<file path="src/rtl/wkq_pkg.sv">
`timescale 1ns/1ps
package wkq_pkg;
  typedef enum logic [1:0] {
    PH_IDLE    = 2'd0,
    PH_ARMED   = 2'd1,
    PH_STARTUP = 2'd2,
    PH_DONE    = 2'd3
  } wkq_phase_e;
endpackage

</file>
<file path="src/rtl/wkq_sync.sv">
`timescale 1ns/1ps
module wkq_sync #(
  parameter int unsigned STAGES = 2
) (
  input  logic clk,
  input  logic rst_n,
  input  logic d_in,
  output logic d_out
);
  logic [STAGES-1:0] chain_q;

  for (genvar g = 0; g < STAGES; g++) begin : g_stage
    if (g == 0) begin : g_first
      always_ff @(posedge clk or negedge rst_n) begin
        if (!rst_n) chain_q[0] <= 1'b1;
        else        chain_q[0] <= d_in;
      end
    end else begin : g_next
      always_ff @(posedge clk or negedge rst_n) begin
        if (!rst_n) chain_q[g] <= 1'b1;
        else        chain_q[g] <= chain_q[g-1];
      end
    end
  end

  assign d_out = chain_q[STAGES-1];
endmodule

</file>
<file path="src/rtl/wkq_qualify.sv">
`timescale 1ns/1ps
module wkq_qualify #(
  parameter int unsigned NEED = 2
) (
  input  logic clk,
  input  logic rst_n,
  input  logic clr,
  input  logic en,
  input  logic low,
  output logic hit
);
  localparam int unsigned CW = (NEED < 2) ? 1 : $clog2(NEED + 1);
  localparam logic [CW-1:0] LAST = CW'(NEED - 1);

  logic [CW-1:0] cnt_q, cnt_d;
  logic          cnt_en;

  assign hit    = en && low && (cnt_q == LAST);
  assign cnt_en = clr || en;

  always_comb begin
    cnt_d = cnt_q;
    if (clr)           cnt_d = '0;
    else if (!low)     cnt_d = '0;
    else if (hit)      cnt_d = '0;
    else               cnt_d = cnt_q + 1'b1;
  end

  always_ff @(posedge clk or negedge rst_n) begin
    if (!rst_n)      cnt_q <= '0;
    else if (cnt_en) cnt_q <= cnt_d;
  end

  AST_QUAL_HIGH_CLEARS: assert property (@(posedge clk) disable iff (!rst_n)
    (en && !low) |=> (cnt_q == '0));
endmodule

</file>
<file path="src/rtl/wkq_startup_cnt.sv">
`timescale 1ns/1ps
module wkq_startup_cnt #(
  parameter int unsigned W = 8
) (
  input  logic         clk,
  input  logic         rst_n,
  input  logic         load,
  input  logic [W-1:0] dly,
  input  logic         run,
  output logic         done
);
  logic [W-1:0] cnt_q, cnt_d;
  logic         cnt_en;

  assign done   = run && (cnt_q == '0);
  assign cnt_en = load || (run && (cnt_q != '0));

  always_comb begin
    if (load) cnt_d = dly;
    else      cnt_d = cnt_q - 1'b1;
  end

  always_ff @(posedge clk or negedge rst_n) begin
    if (!rst_n)      cnt_q <= '0;
    else if (cnt_en) cnt_q <= cnt_d;
  end

  AST_CNT_STEP_DOWN: assert property (@(posedge clk) disable iff (!rst_n)
    (run && !load && cnt_q != '0) |=> (cnt_q == $past(cnt_q) - 1'b1));
  AST_CNT_HOLD_IDLE: assert property (@(posedge clk) disable iff (!rst_n)
    (!run && !load) |=> $stable(cnt_q));
endmodule

</file>
<file path="src/rtl/wake_level_qualifier.sv">
`timescale 1ns/1ps
module wake_level_qualifier #(
  parameter int unsigned DLY_W        = 8,
  parameter int unsigned QUAL_SAMPLES = 2,
  parameter int unsigned SYNC_STAGES  = 2
) (
  input  logic             clk_slow,
  input  logic             rst_n,
  input  logic             sleep_enter,
  input  logic             sleep_deep,
  input  logic             wake_pin_n,
  input  logic [DLY_W-1:0] startup_cycles,
  output logic             wake_pulse,
  output logic             irq_pulse,
  output logic             wake_only_pulse
);
  import wkq_pkg::*;

  logic [1:0] rst_sync_q;
  logic       rst_core_n;

  always_ff @(posedge clk_slow or negedge rst_n) begin
    if (!rst_n) rst_sync_q <= 2'b00;
    else        rst_sync_q <= {rst_sync_q[0], 1'b1};
  end
  assign rst_core_n = rst_sync_q[1];

  logic pin_n_s, pin_low_s;

  wkq_sync #(.STAGES(SYNC_STAGES)) u_sync (
    .clk   (clk_slow),
    .rst_n (rst_core_n),
    .d_in  (wake_pin_n),
    .d_out (pin_n_s)
  );
  assign pin_low_s = ~pin_n_s;

  wkq_phase_e phase_q, phase_d;
  logic       qual_en, qual_hit, cnt_run, cnt_done;

  assign qual_en = (phase_q == PH_ARMED) && !sleep_enter;
  assign cnt_run = (phase_q == PH_STARTUP) && !sleep_enter;

  wkq_qualify #(.NEED(QUAL_SAMPLES)) u_qual (
    .clk   (clk_slow),
    .rst_n (rst_core_n),
    .clr   (sleep_enter),
    .en    (qual_en),
    .low   (pin_low_s),
    .hit   (qual_hit)
  );

  wkq_startup_cnt #(.W(DLY_W)) u_cnt (
    .clk   (clk_slow),
    .rst_n (rst_core_n),
    .load  (sleep_enter),
    .dly   (startup_cycles),
    .run   (cnt_run),
    .done  (cnt_done)
  );

  always_comb begin
    phase_d = phase_q;
    if (sleep_enter) begin
      phase_d = sleep_deep ? PH_ARMED : PH_IDLE;
    end else begin
      case (phase_q)
        PH_ARMED:   if (qual_hit) phase_d = PH_STARTUP;
        PH_STARTUP: if (cnt_done) phase_d = PH_DONE;
        default:    phase_d = phase_q;
      endcase
    end
  end

  always_ff @(posedge clk_slow or negedge rst_core_n) begin
    if (!rst_core_n) phase_q <= PH_IDLE;
    else             phase_q <= phase_d;
  end

  logic wake_d, irq_d, only_d;
  logic wake_q, irq_q, only_q;

  assign wake_d = qual_en && qual_hit;
  assign irq_d  = cnt_done && pin_low_s;
  assign only_d = cnt_done && !pin_low_s;

  always_ff @(posedge clk_slow or negedge rst_core_n) begin
    if (!rst_core_n) begin
      wake_q <= 1'b0;
      irq_q  <= 1'b0;
      only_q <= 1'b0;
    end else begin
      wake_q <= wake_d;
      irq_q  <= irq_d;
      only_q <= only_d;
    end
  end

  assign wake_pulse      = wake_q;
  assign irq_pulse       = irq_q;
  assign wake_only_pulse = only_q;

  AST_OUTCOME_EXCL: assert property (@(posedge clk_slow) disable iff (!rst_core_n)
    !(irq_pulse && wake_only_pulse));
  AST_WAKE_SINGLE: assert property (@(posedge clk_slow) disable iff (!rst_core_n)
    wake_pulse |=> !wake_pulse);
  AST_WAKE_TWO_LOW: assert property (@(posedge clk_slow) disable iff (!rst_core_n)
    wake_pulse |-> ($past(pin_low_s) && $past(pin_low_s, 2)));
  AST_WAKE_ARMED_ONLY: assert property (@(posedge clk_slow) disable iff (!rst_core_n)
    wake_pulse |-> ($past(phase_q) == PH_ARMED));
  AST_IRQ_LEVEL: assert property (@(posedge clk_slow) disable iff (!rst_core_n)
    irq_pulse |-> $past(pin_low_s));
  AST_ONLY_LEVEL: assert property (@(posedge clk_slow) disable iff (!rst_core_n)
    wake_only_pulse |-> !$past(pin_low_s));
  AST_ENTRY_CLEARS: assert property (@(posedge clk_slow) disable iff (!rst_core_n)
    sleep_enter |=> (!wake_pulse && !irq_pulse && !wake_only_pulse));
endmodule

</file>
<file path="config.mk">
export PLATFORM = sky130hd
export DESIGN_NAME = wake_level_qualifier
export DESIGN_NICKNAME = d
export VERILOG_FILES = /design/src/rtl/wkq_pkg.sv /design/src/rtl/wkq_sync.sv /design/src/rtl/wkq_qualify.sv /design/src/rtl/wkq_startup_cnt.sv /design/src/rtl/wake_level_qualifier.sv
export SDC_FILE = /design/constraint.sdc
export NUM_CORES = 1
export LEC_CHECK = 0
export ABC_CLOCK_PERIOD_IN_PS = 1000
export BUFFER_PORTS_ARGS = -buffer_cell sky130_fd_sc_hd__buf_2
export CAP_MARGIN = 40
export CORE_ASPECT_RATIO = 1.25
export CORE_MARGIN = 3
export CORE_UTILIZATION = 45
export CTS_BUF_LIST = sky130_fd_sc_hd__clkbuf_16
export CTS_CLUSTER_DIAMETER = 150
export DETAILED_ROUTE_END_ITERATION = 10
export PLACE_DENSITY = 0.63
export SLEW_MARGIN = 20
export SYNTH_ARGS = -nofsm -noshare
export SYNTH_HDL_FRONTEND = slang
export SYNTH_SLANG_ARGS = --single-unit
</file>
<file path="constraint.sdc">
create_clock -name clk_slow -period 1 [get_ports clk_slow]
set_clock_uncertainty 0.15 [all_clocks]
set_input_delay 0.1 -clock clk_slow [delete_from_list [all_inputs] [get_ports clk_slow]]
set_output_delay 0.1 -clock clk_slow [all_outputs]
set_load 0.01 [all_outputs]
</file>
==> results of run 1 <==
synth_stat cells, types with 2 or more instances:
cell / count
dfrtp_1: 17
nand2_1: 8
nor2_1: 6
a21oi_1: 3
clkbuf_1: 3
inv_1: 3
nor4_1: 3
o211ai_1: 3
or3b_2: 3
a2111o_1: 2
a2111oi_0: 2
a211oi_1: 2
a221o_1: 2
and2_1: 2
dfstp_2: 2
ha_1: 2
nand2b_1: 2
nand3_1: 2
nor3_1: 2
o2111ai_1: 2
o211a_1: 2
or2_2: 2
cells by family (layout without fill, tap and decap cells):
family | Yosys count | in the layout | share of synthesized area (%)
simple gates | 38 | 38 | 23.01
compound gates | 26 | 26 | 21.62
flops | 19 | 19 | 48.29
buf+inv | 8 | 66 | 3.160
fa+ha+maj | 2 | 2 | 2.528
other cells | 1 | 1 | 0.3789
mux | 1 | 1 | 1.011
timing repair:
action	in CTS	in global routing
endpoints found under the setup margin	16	18
buffers inserted	2	4
resized for setup	17	15
hold endpoints to repair	10	2
gates cloned	0	0
pin swaps	11	5
critical path: cells and delay by family, from the launching register on:
| family | cells | cell delay [ns] |
|---|---|---|
| and+or+nand+nor | 1 | 0.57 |
| AOI/OAI and AO/OA | 2 | 0.55 |
| DFF | 1 | 0.38 |
cell usage in the layout (no fill, tap or decap), types with 2 or more instances in the layout:
master and instances:
and2_1 2, inv_2 2, o2111ai_2 2, nor4_4 3
o211a_1 2, or2_2 2, buf_6 6, a211oi_2 2
nand3_1 2, buf_4 30, dfrtp_1 16, clkbuf_16 3
o211ai_1 3, or3b_4 3, nand2_1 7, a2111o_1 2
buf_2 15, dlygate4sd3_1 7, dfstp_2 2, ha_4 2
a221o_1 2, nor2_1 5
layer usage:
layer | vias to the layer above | wire (um)
li1 | 481 | -
met1 | 520 | 1259
met2 | 29 | 1668
met3 | 13 | 96
met4 | 0 | 111
met5 | - | 0
flip-flops by register name, summed over array words and instances (netlist names):
register and cells:
wake_pulse 1, u_sync.d_out 1, irq_pulse 1, u_qual.cnt_q 2, wake_only_pulse 1, u_cnt.cnt_q 8, phase_q 2, u_sync.chain_q 1
rst_sync_q 2
worst paths after layout:
| check | from | end | slack (ns) |
|---|---|---|---|
| max in group asynchronous | rst_sync_q[1] | u_sync.chain_q[0] | 0.40 |
| worst min-delay path | startup_cycles[7] | u_cnt.cnt_q[7] | -0.07 |
| worst max register to register | u_cnt.cnt_q[4] | u_cnt.cnt_q[7] | -0.77 |
| worst max-delay path | u_cnt.cnt_q[4] | u_cnt.cnt_q[7] | -0.77 |
| worst min register to register | rst_sync_q[1] | u_cnt.cnt_q[0] | 0.04 |
| min in group asynchronous | rst_n | rst_sync_q[0] | 0 |
area by class of cell:
cell class / count / share of cell area, %
clock buffers: 3 / 4.415
clock inverters: 1 / 0.4415
inverters: 4 / 0.8830
multi-input cells: 68 / 38.85
flip-flops and latches: 19 / 28.18
well taps: 20 / 1.472
repair buffers: 58 / 25.75
stage by stage:
stage	instances	hold slack [ns]
after floorplan	95	-0.3456
after global placement	157	-0.2652
after detailed placement	157	-0.2579
after CTS	169	-0.06560
after global routing	173	-0.05411
final	173	-0.06877
where the power goes:
| group | switching, W | total (W) | leakage (nW) | internal, W |
|---|---|---|---|---|
| Clock | 0.000315 | 0.000857 | 0.0371 | 0.000541 |
| Sequential | 0.0000426 | 0.000862 | 0.234 | 0.000819 |
| Combinational | 0.000252 | 0.000525 | 0.484 | 0.000273 |
==> metrics.csv, run 1 <==
stage;metric;value;unit
logic_synthesis;synth_warnings;0;
layout;syn_to_final_growth;71.81;%
power;power_density;1320;nW/um^2
floorplanning;num_rows;18;
cts;cts_tree;done;
layout;register_area;479.2;um^2
power;p_leak;0.7556;nW
run_status;status;finished with violations;
detailed_routing;vias;1043;
critical_path;setup.worst_path.start_class;flip-flop;
place;io_buffers;15;
detailed_routing;first_pass_iters;4;
min_path;hold_class;input pin to flip-flop;
cts;clockBufferDepth;2;
global_routing;grt_pass1_wl;4705;um
layout;multi_input_area;660.6;um^2
detailed_routing;drtIter0Drc;15;
floorplanning;pin_count;16;
global_routing;grt_pass1_vias;1066;
cts;numClockSinks;19;
critical_path;worstSetupEndpointType;flip-flop;
logic_synthesis;ys_seq_elements;19;
min_path;whs_path_depth;2;
timing;drv_slew;0;
critical_path;slowest_stage;or4_4;
timing;setup_viol;16;
layout;fin_nets;169;
cts;postCtsHoldBufs;7;
layout;final_cell_area;1700;um^2
logic_synthesis;yosysTopAreaCell;dfrtp_1;
timing;rsz0062_at_grt;yes;
logic_synthesis;synthCells;95;
timing;fmax;0.5661;GHz
place;placed_cell_area;1355;um^2
layout;post_route_cells_drive_above_1_share;57.52;%
cts;insertion_delay;0.26;ns
run_status;violations;hold timing, setup timing;
floorplanning;die_h;58.43;um
timing;tns;-8.358;ns
layout;post-route-util;83.89;%
detailed_routing;viasPerCell;6.029;
logic_synthesis;async_flop_share;100.0;%
global_routing;grt_usage;24.02;%
power;ir_drop;0.001360;V
logic_synthesis;synthFlopType;dfrtp_1;
cts;htree_levels;1;
logic_synthesis;synth_top_cell_area_share;42.98;%
critical_path;critical_path_arrival;1.76;ns
logic_synthesis;ys_seq_area_share;48.29;%
job;maxCapViolCount;0;
cts;path_clk_slew;0.06;ns
floorplanning;initial_core_util;48.83;%
logic_synthesis;syn_area;989.7;um^2
critical_path;slowest_delay;0.57;ns
logic_synthesis;synth.avg_cell_area;10.42;um^2
cts;cts_buffers;3;
floorplanning;core;2027;um^2
power;totalPowerFinal;0.002244;W
critical_path;cp_cell_sequence;or4_4 > o311a_1 > a221o_1;
layout;n_antenna_cell;0;
timing;worst_slack;-0.7666;ns
global_routing;grt_util_met2;40.26;%
logic_synthesis;netlist-cell-type-count;42;
place;place_ws;-0.8030;ns
place;finalWeightedCongestion;0.9216;
place;hpwlAfterDp;2004;um
critical_path;required;0.99;ns
logic_synthesis;synth_fp_nets;110;
detailed_routing;routed_wl;3137;um
global_routing;grt_max_degree;18;
logic_synthesis;synth_edf_count;0;
layout;fillerInstances;107;
timing;hold_violations;2;
floorplanning;dieWidth;47.95;um
timing;final.min_clock_period;1.767;ns
timing;period_share;176.7;%
logic_synthesis;synth_area_leaders;dfrtp_1, dfstp_2, nand2_1, or3b_2, ha_1;
cts;clk_root_buffer_cell;clkbuf_16;
critical_path;critical_path_class;flip-flop to flip-flop;
critical_path;rr_worst_depth;3;
global_routing;busiest_layer;met2;
timing;hold_slack;-0.06877;ns
critical_path;crit_fanout;4;
global_routing;grt_util_met1;28.57;%
global_routing;grt-ovfl-total;0;
detailed_routing;ant_nets;0;
detailed_routing;drc_errors;0;
floorplanning;die_area;2801;um^2
global_routing;antenna_found_initial;0;
global_routing;grt_use_met3;3.976;%
detailed_routing;wire_per_inst;18.13;um
Power figures use the tool's default switching activity.
==> inputs of run 2 (changes only) <==
- CORE_UTILIZATION: 45 -> 47
- PLACE_DENSITY: 0.63 -> 0.65
==> run 2 against run 1 <==
Power decreased by 3.0%. Core utilization increased by 3.6 points. The flow still finishes with violations (hold timing, setup timing). First-iteration DRC count grew to 3.7 times the previous value. Combinational power is 6.7% lower. Sequential share of layout area increased by 1.2 points. Global-route usage rose by 2.0 points. Largest cell class unchanged. Hold slack better by 0.0032 ns.
==> metrics.csv, run 2 (same netlist as run 1, synthesis figures left out) <==
stage;metric;value;unit;change
run_status;status;finished with violations;;unchanged
run_status;violations;hold timing, setup timing;;unchanged
cts;numClockSinks;19;;unchanged
cts;postCtsHoldBufs;7;;unchanged
floorplanning;num_rows;17;;was 18
power;power_density;1329;nW/um^2;was 1320 nW/um^2
layout;fillerInstances;94;;was 107
floorplanning;pin_count;16;;unchanged
timing;period_share;178.3;%;was 176.7%
timing;drv_slew;0;;unchanged
layout;largest_register_ffs;8;;unchanged
layout;final_cell_area;1638;um^2;was 1700 um^2
floorplanning;core;1872;um^2;was 2027 um^2
floorplanning;initial_core_util;52.87;%;was 48.83%
global_routing;grt_pass1_wl;5099;um;was 4705 um
global_routing;grt_usage;26.06;%;was 24.02%
critical_path;r2r_slack;-0.78;ns;was -0.77 ns
critical_path;cpLargestDelayFamily;compound AO/OA/AOI/OAI gates;;was simple AND/OR/NAND/NOR gates
cts;insertion_delay;0.25;ns;was 0.26 ns
floorplanning;die_h;57.31;um;was 58.43 um
global_routing;antenna_found_initial;0;;unchanged
layout;post_route_cells_drive_above_1_share;54.97;%;was 57.52%
detailed_routing;drc_errors;0;;unchanged
place;io_buffers;15;;unchanged
layout;layout.cells.non_filler;170;;was 173
critical_path;critPathBufInv;1;;was 0
power;ir_drop;0.001662;V;was 0.001360 V
layout;post-route-util;87.50;%;was 83.89%
timing;hold_slack;-0.06561;ns;was -0.06877 ns
cts;path_clk_slew;0.06;ns;about the same
critical_path;rr_worst_depth;5;;was 3
timing;worst_slack;-0.7831;ns;was -0.7666 ns
floorplanning;dieWidth;47.05;um;was 47.95 um
cts;cts_tree;done;;unchanged
critical_path;timing.rr.end;u_cnt.cnt_q[6];;was u_cnt.cnt_q[7]
global_routing;grt_max_degree;18;;unchanged
detailed_routing;first_pass_iters;4;;unchanged
critical_path;endpoint;u_cnt.cnt_q[6];;was u_cnt.cnt_q[7]
critical_path;critical_path_class;flip-flop to flip-flop;;unchanged
timing;rsz0062_at_grt;yes;;unchanged
timing;final.min_clock_period;1.783;ns;was 1.767 ns
cts;clockBufferDepth;2;;unchanged
cts;clk_root_buffer_cell;clkbuf_16;;unchanged
job;maxCapViolCount;0;;unchanged
place;dp.cells;156;;was 157
critical_path;crit_fanout;3;;was 4
place;finalWeightedCongestion;0.8254;;was 0.9216
critical_path;cp.depth;5;;was 3
global_routing;grt-ovfl-total;0;;unchanged
layout;n_antenna_cell;0;;unchanged
critical_path;critical_path_arrival;1.79;ns;was 1.76 ns
place;hpwlAfterDp;1991;um;was 2004 um
detailed_routing;viasPerCell;6.076;;was 6.029
detailed_routing;vias;1033;;was 1043
detailed_routing;wire_per_inst;18.77;um;was 18.13 um
layout;mostFrequentLayoutCell;buf_4;;unchanged
layout;regMostFlops;u_cnt.cnt_q;;unchanged
critical_path;required;1.01;ns;was 0.99 ns
detailed_routing;drtIter0Drc;55;;was 15
critical_path;slowest_delay;0.41;ns;was 0.57 ns
timing;setup_viol;15;;was 16
timing;hold_violations;2;;unchanged
detailed_routing;routed_wl;3191;um;was 3137 um
power;p_leak;0.7376;nW;was 0.7556 nW
layout;fin_nets;167;;was 169
critical_path;setup.worst_path.start_class;flip-flop;;unchanged
detailed_routing;ant_nets;0;;unchanged
layout;syn_to_final_growth;65.49;%;was 71.81%
layout;layout_common_cells;buf_4, buf_2, dfrtp_1;;was buf_4, dfrtp_1, buf_2
min_path;hold_class;input pin to flip-flop;;unchanged
critical_path;slowest_stage;dfrtp_1;;was or4_4
critical_path;reg2reg_from;u_cnt.cnt_q[0];;was u_cnt.cnt_q[4]
critical_path;worstSetupEndpointType;flip-flop;;unchanged
cts;cts_buffers;3;;unchanged
place;placed_cell_area;1354;um^2;was 1355 um^2
floorplanning;die_area;2696;um^2;was 2801 um^2
cts;htree_levels;1;;unchanged
global_routing;grt_pass1_vias;1111;;was 1066
timing;fmax;0.5608;GHz;was 0.5661 GHz
critical_path;cp_cell_sequence;inv_2 > ha_4 > or3b_4 > a2111o_1 > o211ai_1;;was or4_4 > o311a_1 > a221o_1
critical_path;crit_start;u_cnt.cnt_q[0];;was u_cnt.cnt_q[4]
[run 2: worst min path at each step]
stage          slack [ns]             end         startpoint  cells past startpoint
6_report            -0.07  u_cnt.cnt_q[7]  startup_cycles[7]                      2
5_1_grt             -0.04  u_cnt.cnt_q[7]  startup_cycles[7]                      2
4_1_cts             -0.07  u_cnt.cnt_q[7]  startup_cycles[7]                      2
3_5_place_dp        -0.26   rst_sync_q[0]              rst_n                      1
3_3_place_gp        -0.27   rst_sync_q[0]              rst_n                      1
2_1_floorplan       -0.35   rst_sync_q[0]              rst_n                      0
[run 2: routing by layer]
metal	global-route usage, %	up-vias	routed length (um)
met3	4.101	5	171
met4	9.881	0	36
li1	-	472	-
met1	31.19	511	1257
met5	0	-	0
met2	44.85	45	1725
[run 2: worst reg2reg max path, stage by stage (launching register included)]
cell	delay, ns
dfrtp_1	0.41
inv_2	0.13
ha_4	0.15
or3b_4	0.38
a2111o_1	0.36
o211ai_1	0.10
[run 2: what timing repair did]
action / CTS / global route
hold endpoints to repair: 10 / 2
pin swaps: 3 / 5
cloned: 0 / 0
gates resized for setup: 12 / 13
setup buffers: 1 / 3
endpoints found under the setup margin: 15 / 18
[run 2: power breakdown]
group	switching [W]	internal, W
registers	0.0000461	0.000819
clock network	0.000286	0.000536
logic	0.000229	0.000261
[run 2: cell type report]
cell class	instances	area [um^2]	share of cell area, %
clock buffers	3	75.07	4.584
clock inverters	1	5.005	0.3056
inverters	4	15.01	0.9167
multi-input cells	68	615.6	37.59
flip-flops and latches	19	480.5	29.34
well taps	19	23.77	1.451
repair buffers	56	422.9	25.82
[run 2: per-stage QoR]
step / power (W) / setup WS, ns / TNS [ns]
after floorplan: 0.001056 / -0.8267 / -7.040
after global placement: 0.001245 / -0.7760 / -8.190
after detailed placement: 0.001260 / -0.8184 / -8.587
after CTS: 0.002137 / -0.7552 / -8.364
after global routing: 0.002261 / -0.8048 / -9.348
final: 0.002177 / -0.7831 / -8.786
